<file path="src/rtl/msq_pkg.sv">
`timescale 1ns/1ps
package msq_pkg;
  typedef enum logic [1:0] {
    MD_CONT   = 2'b00,
    MD_SINGLE = 2'b01,
    MD_IDLE   = 2'b10,
    MD_SLEEP  = 2'b11
  } mode_e;

  typedef enum logic [1:0] {
    ST_WAIT  = 2'd0,
    ST_ACQ1  = 2'd1,
    ST_ACQ2  = 2'd2,
    ST_STORE = 2'd3
  } seq_st_e;

  localparam logic [2:0] RATE_RESET = 3'b100;
  localparam logic [2:0] RATE_NONE  = 3'b111;

  function automatic logic bias_active(input logic [1:0] b);
    return (b == 2'b01) || (b == 2'b10);
  endfunction
endpackage

</file>
<file path="src/rtl/msq_rate_timer.sv">
`timescale 1ns/1ps
module msq_rate_timer #(
  parameter int CLK_HZ = 50_000_000
) (
  input  logic       clk,
  input  logic       rst_n,
  input  logic       run,
  input  logic       restart,
  input  logic [2:0] rate,
  output logic       tick
);
  localparam int CW = $clog2(4 * CLK_HZ + 1);

  logic [CW-1:0] cnt, per, limit;
  logic          first;

  always_comb begin
    case (rate)
      3'd0:    per = CW'(2 * CLK_HZ);
      3'd1:    per = CW'(CLK_HZ);
      3'd2:    per = CW'(CLK_HZ / 2);
      3'd3:    per = CW'(CLK_HZ / 5);
      3'd4:    per = CW'(CLK_HZ / 10);
      3'd5:    per = CW'(CLK_HZ / 20);
      3'd6:    per = CW'(CLK_HZ / 50);
      default: per = '0;
    endcase
    limit = first ? ((per << 1) - CW'(1)) : (per - CW'(1));
  end

  assign tick = run && !restart && (cnt == limit);

  always_ff @(posedge clk or negedge rst_n) begin
    if (!rst_n) begin
      cnt   <= '0;
      first <= 1'b1;
    end else if (!run || restart) begin
      cnt   <= '0;
      first <= 1'b1;
    end else if (tick) begin
      cnt   <= '0;
      first <= 1'b0;
    end else begin
      cnt <= cnt + CW'(1);
    end
  end
endmodule

</file>
<file path="src/rtl/msq_chan_combine.sv">
`timescale 1ns/1ps
module msq_chan_combine #(
  parameter int DW = 12,
  parameter int RW = 16
) (
  input  logic [DW-1:0] d_first,
  input  logic          o_first,
  input  logic [DW-1:0] d_now,
  input  logic          o_now,
  input  logic          bias_on,
  output logic [RW-1:0] result
);
  localparam logic [RW-1:0] OVF = ~RW'((1 << DW) - 1);

  logic [DW:0] diff;
  logic        fits;

  always_comb begin
    diff = {d_now[DW-1], d_now} - {d_first[DW-1], d_first};
    fits = (diff[DW] == diff[DW-1]);
    if (bias_on)
      result = (o_first || o_now || !fits) ? OVF
             : {{(RW-DW){diff[DW-1]}}, diff[DW-1:0]};
    else
      result = o_now ? OVF : {{(RW-DW){d_now[DW-1]}}, d_now};
  end
endmodule

</file>
<file path="src/rtl/msq_sequencer.sv">
`timescale 1ns/1ps
module msq_sequencer
  import msq_pkg::*;
#(
  parameter int CLK_HZ = 50_000_000,
  parameter int NCH    = 3,
  parameter int DW     = 12,
  parameter int RW     = 16
) (
  input  logic              clk,
  input  logic              rst_n,
  input  logic              mode_wr,
  input  logic [1:0]        mode_wdata,
  input  logic              cfg_wr,
  input  logic [2:0]        cfg_rate,
  input  logic [1:0]        cfg_bias,
  input  logic              bus_busy,
  output logic [1:0]        mode_q,
  output logic [2:0]        rate_q,
  output logic [1:0]        bias_q,
  output logic              adc_start,
  output logic              adc_set,
  output logic [1:0]        adc_bias,
  input  logic              adc_done,
  input  logic [NCH*DW-1:0] adc_data,
  input  logic [NCH-1:0]    adc_ovf,
  output logic              res_valid,
  output logic [NCH*RW-1:0] res_data
);
  seq_st_e           st;
  logic              any_wr, run_cont, tick, pend, start_fire, bias_run;
  logic [NCH*DW-1:0] first_d;
  logic [NCH-1:0]    first_o;
  logic [NCH*RW-1:0] comb_res, hold;

  assign any_wr   = mode_wr || cfg_wr;
  assign run_cont = (mode_q == MD_CONT) && (rate_q != RATE_NONE);
  assign start_fire = (pend || tick) && (st == ST_WAIT) && !bus_busy && !any_wr &&
                      ((mode_q == MD_CONT) || (mode_q == MD_SINGLE));

  msq_rate_timer #(.CLK_HZ(CLK_HZ)) u_timer (
    .clk(clk), .rst_n(rst_n), .run(run_cont), .restart(any_wr),
    .rate(rate_q), .tick(tick)
  );

  for (genvar c = 0; c < NCH; c++) begin : g_ch
    msq_chan_combine #(.DW(DW), .RW(RW)) u_comb (
      .d_first(first_d[c*DW +: DW]), .o_first(first_o[c]),
      .d_now(adc_data[c*DW +: DW]),  .o_now(adc_ovf[c]),
      .bias_on(bias_run),            .result(comb_res[c*RW +: RW])
    );
  end

  // Host-visible registers; a bus write outranks the automatic return to sleep.
  always_ff @(posedge clk or negedge rst_n) begin
    if (!rst_n) begin
      mode_q <= MD_IDLE;
      rate_q <= RATE_RESET;
      bias_q <= 2'b00;
    end else begin
      if (cfg_wr) begin
        rate_q <= cfg_rate;
        bias_q <= cfg_bias;
      end
      if (mode_wr)
        mode_q <= mode_wdata;
      else if (st == ST_STORE && !bus_busy && mode_q == MD_SINGLE)
        mode_q <= MD_SLEEP;
    end
  end

  always_ff @(posedge clk or negedge rst_n) begin
    if (!rst_n)          pend <= 1'b0;
    else if (any_wr)     pend <= mode_wr && (mode_wdata == MD_SINGLE);
    else if (start_fire) pend <= 1'b0;
    else if (tick)       pend <= 1'b1;
  end

  always_ff @(posedge clk or negedge rst_n) begin
    if (!rst_n) begin
      st        <= ST_WAIT;
      adc_start <= 1'b0;
      adc_set   <= 1'b0;
      adc_bias  <= 2'b00;
      bias_run  <= 1'b0;
      first_d   <= '0;
      first_o   <= '0;
      hold      <= '0;
      res_valid <= 1'b0;
      res_data  <= '0;
    end else begin
      adc_start <= 1'b0;
      adc_set   <= 1'b0;
      res_valid <= 1'b0;
      case (st)
        ST_WAIT: if (start_fire) begin
          adc_start <= 1'b1;
          adc_set   <= bias_active(bias_q);
          adc_bias  <= 2'b00;
          bias_run  <= bias_active(bias_q);
          st        <= ST_ACQ1;
        end
        ST_ACQ1: if (any_wr) begin
          st <= ST_WAIT;
        end else if (adc_done) begin
          first_d <= adc_data;
          first_o <= adc_ovf;
          if (bias_run) begin
            adc_start <= 1'b1;
            adc_bias  <= bias_q;
            st        <= ST_ACQ2;
          end else begin
            hold <= comb_res;
            st   <= ST_STORE;
          end
        end
        ST_ACQ2: if (any_wr) begin
          adc_bias <= 2'b00;
          st       <= ST_WAIT;
        end else if (adc_done) begin
          hold     <= comb_res;
          adc_bias <= 2'b00;
          st       <= ST_STORE;
        end
        default: if (!bus_busy) begin
          res_data  <= hold;
          res_valid <= 1'b1;
          st        <= ST_WAIT;
        end
      endcase
    end
  end
endmodule

</file>
<file path="config.mk">
export PLATFORM = sky130hd
export DESIGN_NAME = msq_sequencer
export DESIGN_NICKNAME = d
export VERILOG_FILES = /design/src/rtl/msq_pkg.sv /design/src/rtl/msq_rate_timer.sv /design/src/rtl/msq_chan_combine.sv /design/src/rtl/msq_sequencer.sv
export SDC_FILE = /design/constraint.sdc
export NUM_CORES = 1
export LEC_CHECK = 0
export BUFFER_PORTS_ARGS = -buffer_cell sky130_fd_sc_hd__buf_2
export CORE_MARGIN = 5
export CORE_UTILIZATION = 45
export DETAILED_ROUTE_END_ITERATION = 7
export PLACE_DENSITY = 0.63
export SETUP_SLACK_MARGIN = 0.05
export SKIP_CTS_REPAIR_TIMING = 1
export SYNTH_ARGS = -nofsm -noshare
export SYNTH_HDL_FRONTEND = slang
export SYNTH_SLANG_ARGS = --single-unit
export TNS_END_PERCENT = 20
</file>
<file path="constraint.sdc">
create_clock -name clk -period 3.64 [get_ports clk]
set_input_delay 0.364 -clock clk [delete_from_list [all_inputs] [get_ports clk]]
set_output_delay 0.364 -clock clk [all_outputs]
set_load 0.005 [all_outputs]
</file>
Word level (Yosys, flattened, before mapping)
Cells that the tools add are included.
- register bits after elaboration: 180
- input bits: 52
- mux-type cells: 50
- equal/unequal tests: 28
- reductions and logical operators: 42
- bitwise gates (word level): 3
- add/subtract/negate cells: 6
- operator list (operator ; number):
    $mux 48 ; 5
    $pmux 27 s7 ; 1
    $mux 16 ; 9
    $pmux 48 s2 ; 1
    $mux 28 ; 3
    $sub 12x12->13 ; 3
    $add 28x1->28 const B ; 1
    $eq 28x28->1 ; 1
    $mux 2 ; 14
    $sub 27x1->28 const B ; 1
    $sub 28x1->28 const B ; 1
    $mux 1 ; 14
    $ne 2x2->1 const B ; 7
    $pmux 2 s3 ; 2
    $reduce_and 6->1 ; 2
    $logic_or 1x1->1 ; 11
    $logic_and 1x1->1 ; 10
    $eq 3x3->1 const B ; 3
    $eq 2x1->1 const B ; 4
    $eq 2x2->1 const B ; 3
    $eq 3x2->1 const B ; 2
    $logic_not 1->1 ; 6
    $ne 3x2->1 const B ; 2
    $reduce_bool 2->1 ; 3
    13 further kinds ; 20

Logic depth before layout (Yosys ltp)
- depth after elaboration: 13
- depth in mapped cells: 14
- gate-level depth less buffers: 13

By module
Synthesis repeated with hierarchy kept, for this count alone.
- cells, all modules: 1125
- area, all modules: 10898.0 sq um
- modules (own cells, without submodules) (module ; instances ; cells an instance ; area an instance (sq um) ; seq. area each (sq um)):
    msq_sequencer ; 1 ; 462 ; 5903.2 ; 3781.1
    msq_rate_timer ; 1 ; 342 ; 2626.3 ; 726.9
    msq_chan_combine ; 3 ; 107 ; 789.5 ; 0.0

Least setup slack after synthesis
Ideal clock, no wire load.
- path kind: input -> register
- start: input port adc_data[24]
- end: register hold[37]
- setup slack: 0.778 ns
- arrival: 2.780 ns
- data required time: 3.558 ns
- stages: 14
- path through: inv_1 -> ha_1 -> inv_1 -> fa_1 -> a2111oi_0 -> nor3b_1 -> o21a_1 -> o21ai_0 -> nand2b_1 -> and3_1 -> o211ai_1 -> o2111ai_1 -> buf_2 -> o22ai_1
- longest elaborated chain between the ends: 10
- elaborated cells on any way between the ends: 12
- classes of those cells: add/sub: 1; eq/ne: 1; mux: 8; reduce/logical: 2
- ends and longest elaborated chain (item ; RTL line ; source):
    start: declaration ; msq_sequencer.sv:25 ; input logic [NCH*DW-1:0] adc_data,
    $sub 12x12->13 * ; msq_chan_combine.sv:19 ; diff = {d_now[DW-1], d_now} - {d_first[DW-1], d_first};
    $eq 1x1->1 ; msq_chan_combine.sv:20 ; fits = (diff[DW] == diff[DW-1]);
    $logic_not 1->1 ; msq_chan_combine.sv:22 ; result = (o_first || o_now || !fits) ? OVF
    $logic_or 1x1->1 ; msq_chan_combine.sv:22 ;
    $mux 16 * ; msq_chan_combine.sv:22 ;
    $mux 16 * ; msq_chan_combine.sv:21 ; if (bias_on)
    $mux 48 ; msq_sequencer.sv:108 ; if (bias_run) begin
    $mux 48 ; msq_sequencer.sv:105 ; end else if (adc_done) begin
    $mux 48 ; msq_sequencer.sv:103 ; ST_ACQ1: if (any_wr) begin
    $pmux 48 s2 * ; msq_sequencer.sv:95 ; case (st)
    end signal: assignment ; msq_sequencer.sv:113 ; hold <= comb_res;
    end signal: assignment ; msq_sequencer.sv:121 ; hold <= comb_res;
    end: declaration ; msq_sequencer.sv:34 ; logic [NCH*RW-1:0] comb_res, hold;
Every way passes the cells marked *; elsewhere a longest branch is shown, timed or not. The select of a mux whose other input is x is not followed.
A chain may end at the register's enable or synchronous reset.

Worst setup path in the final report
- start: register u_timer.first
- end: register bias_run
- longest elaborated chain between the ends: 9
- ends and longest elaborated chain (item ; RTL line ; source):
    start: declaration ; msq_rate_timer.sv:15 ; logic first;
    start signal: assignment ; msq_rate_timer.sv:36 ; first <= 1'b1;
    start signal: assignment ; msq_rate_timer.sv:39 ; first <= 1'b1;
    start signal: assignment ; msq_rate_timer.sv:42 ; first <= 1'b0;
    $mux 28 ; msq_rate_timer.sv:28 ; limit = first ? ((per << 1) - CW'(1)) : (per - CW'(1));
    $eq 28x28->1 ; msq_rate_timer.sv:31 ; assign tick = run && !restart && (cnt == limit);
    $logic_and 1x1->1 ; msq_rate_timer.sv:31 ;
    $logic_or 1x1->1 ; msq_sequencer.sv:38 ; assign start_fire = (pend || tick) && (st == ST_WAIT) && !bus_busy && !any_wr &&
    $logic_and 1x1->1 (4 in a row) ; msq_sequencer.sv:38 ;
    $reduce_and 2->1 (no source line) ; -- ;
    end signal: assignment ; msq_sequencer.sv:100 ; bias_run <= bias_active(bias_q);
    end: declaration ; msq_sequencer.sv:31 ; logic any_wr, run_cont, tick, pend, start_fire, bias_run;
Every way passes these cells.

==> flow_summary.toml <==
[power_and_ir_drop]
p_int_w = 0.00471
power_density_nw_per_um2 = 665
p_switching_w = 0.00264
p_leak_nw = 5.23
p_comb_share_pct = 39.2
p_seq_share_pct = 36.2
ir_worst_vdd_mv = 0.334
switching_share_pct = 35.9
pwr-share-clk_pct = 24.6

[route]
wl_per_cell_um = 15.8
vias = 8132
route.detailed.drc = 0
routed_wl_mm = 23.6
drtIter0Drc = 567
viasPerCell = 5.44
first_pass_iters = 5
ant_nets = 0

[timing]
slew_violations = 0
clock_skew_ps = 8.55
fin_crit_ps = 3320
setup_violations = 0
timing.hold.ws_ps = -68.6
finalHoldViolations = 41
rsz0062_at_grt = "no"
finalCritPeriodShare_pct = 91.1
worstMarginPinSlew_ps = 921
fmax_mhz = 302
relSlewSlack_pct = 38.6
setup_tns_ps = 0

[finish]
antenna-diode-count = 0
fin_area_um2 = 11000
mostFrequentLayoutCells = "nand2_1, dfrtp_1, buf_2"
syn2layout_area_growth_pct = 13.5
final-instance-count-excl-fill = 1494
drive_gt1_share_pct = 16.4
final_core_util_pct = 52.2
finalNetCount = 1304
seq_area_um2 = 4060
final_common_cell = "nand2_1"
fillers = 2020
multi_input_area_um2 = 5070

[floorplan]
die-width_um = 157
initial_core_util_pct = 46.0
coreArea_um2 = 21200
io_pins = 112
die_h_um = 157
rows = 53
die-area_um2 = 24700

[synthesis]
synth_largest_area_cell = "dfrtp_1"
synth_seq_cells = 162
yosysWarnings = 0
synth.net_count = 1228
synthFlopType = "dfrtp_1"
syn_avg_cell_area_um2 = 8.60
synthCells = 1131
ys_types = 77
synth_top_area_share_pct = 40.9
async_flop_share_pct = 100
synth_edf_count = 0
seq_area_frac_synth_pct = 41.7
synth_area_leaders = "dfrtp_1, nand2_1, ha_1, o21ai_0, nor2_1"
syn-cell-area_um2 = 9730

[placement]
dp.final_hpwl_mm = 16.6
io_buffer_count = 111
dp_cells = 1463
place_congestion = 0.892
placed_area_um2 = 10400

[setup_path]
end_kind = "register"
critPathBufInv = 0
cp_top_family = "simple AND/OR/NAND/NOR gates"
critPathMaxStageDelay_ps = 1000
path_max_fanout = 40
cp_slowest_cell = "dfstp_2"
cp-start-kind = "register"
rr_endpoint = "bias_run"
crit_path_end = "bias_run"
crit_cells = 9
r2r_start = "u_timer.first"
r2r_setup_slack_ps = 320
path_cells = "nand2b_1 > mux2_2 > a221oi_1 > nor4_1 > nand4_1 > nor4_2 > and2_4 > o21ba_4 > mux2_1"
startpoint = "u_timer.first"
reg2regPathDepth = 9
arrival_ps = 3610
critPathRequiredTime_ps = 3940
worstSetupPathType = "register to register"

[global_routing]
grt_pass1_wl_mm = 39.3
grt_antenna_before_repair = 1
grt_util_met1_pct = 27.4
gr-usage-met3_pct = 3.66
grt_max_degree = 72
grt.total_usage_pct = 19.4
grt_busiest_layer = "met2"
grt_pass1_vias = 7746
grt_overflow = 0
use_met2_pct = 31.1

[clocking]
cts.sink_count = 162
cts_root_buffer = "clkbuf_16"
cts_max_path_buffers = 2
cts-buffers-inserted = 17
path_clk_slew_ps = 60
clkLatencyLatePin_ps = 420
cts_tree = "built"
h-tree-depth = 4

[job]
drv_cap = 0

[hold_path]
hp-class = "input port to async pin"

[status]
outcome = "complete, but fails checks"
violations = "hold timing"
-- per-layer routing --
metal  vias to the layer above  wire length, um
li1                       4067                -
met1                      3859            11400
met2                       183            10800
met3                        21             1010
met4                         2              299
met5                         -                7
-- sequential cells by signal, indices dropped and copies added (netlist names) --
signal,flops
adc_bias,2
adc_set,1
adc_start,1
bias_q,2
bias_run,1
first_d,36
first_o,3
hold,39
mode_q,2
pend,1
rate_q,3
res_data,39
res_valid,1
st,2
u_timer.cnt,28
u_timer.first,1
-- area by class of cell --
cell class | instances | share of cell area (%)
clock inverters | 10 | 1.14
repair buffers | 136 | 6.90
multi-input cells | 833 | 45.9
well taps | 275 | 3.12
inverters | 57 | 1.94
clock buffers | 21 | 4.26
flip-flops and latches | 162 | 36.7
-- worst min path at each step --
stage	from	endpoint	slack, ps
floorplan	rst_n	adc_bias[0]	70
global placement	rst_n	hold[5]	430
detailed placement	rst_n	res_data[11]	420
CTS	rst_n	res_data[11]	-30
global route	rst_n	res_data[11]	3
finish	rst_n	res_data[11]	-70
-- worst register-to-register path, stage by stage, from the launching register on --
cell      delay [ps]
dfstp_2         1000
nand2b_1         330
mux2_2           300
a221oi_1          70
nor4_1           280
nand4_1          140
nor4_2           360
and2_4           240
o21ba_4          140
mux2_1           320
-- Yosys cell counts (4+ instances only) --
cell and n:
nand2_1 201, dfrtp_1 159, nor2_1 104, o21ai_0 86
a21oi_1 57, inv_1 55, clkbuf_1 45, ha_1 42
and3_1 29, xnor2_1 29, nand3_1 26, xor2_1 26
nor3_1 17, buf_4 16, a221oi_1 14, buf_2 14
nand2b_1 14, nor2b_1 13, o21a_1 12, a21o_1 10
a31oi_1 9, mux2_2 9, nand4_1 9, o22ai_1 9
o31ai_1 8, a211o_1 7, o31ai_2 7, o211ai_1 6
or3_1 6, o21ai_1 5, o311ai_1 5, mux2i_1 4
o221ai_1 4, o2bb2ai_1 4
-- stage by stage --
step | total power (W) | worst slack [ps]
floorplan | 0.00483 | 778
global placement | 0.00552 | 361
detailed placement | 0.00556 | 321
CTS | 0.00740 | 366
global route | 0.00795 | 167
finish | 0.00735 | 324
-- cells by family (layout without fill, tap and decap cells) --
logic type | count (synthesis) | after routing | synth area share (%)
simple gates | 437 | 437 | 20.1
compound gates | 281 | 281 | 19.3
flops | 162 | 162 | 41.7
buf+inv | 136 | 224 | 6.20
xor+xnor | 55 | 55 | 4.95
fa+ha+maj | 46 | 46 | 6.12
mux | 14 | 14 | 1.57
-- power by group through the flow --
stage	Sequential [W]	Clock, W	Combinational [W]
final	0.00266	0.00181	0.00288
after global routing	0.00273	0.00193	0.00329
after detailed placement	0.00269	0	0.00287
after CTS	0.00266	0.00185	0.00289
after global placement	0.00268	0	0.00283
after floorplan	0.00262	0	0.00221
No activity file was read; power rests on OpenSTA's default activity.
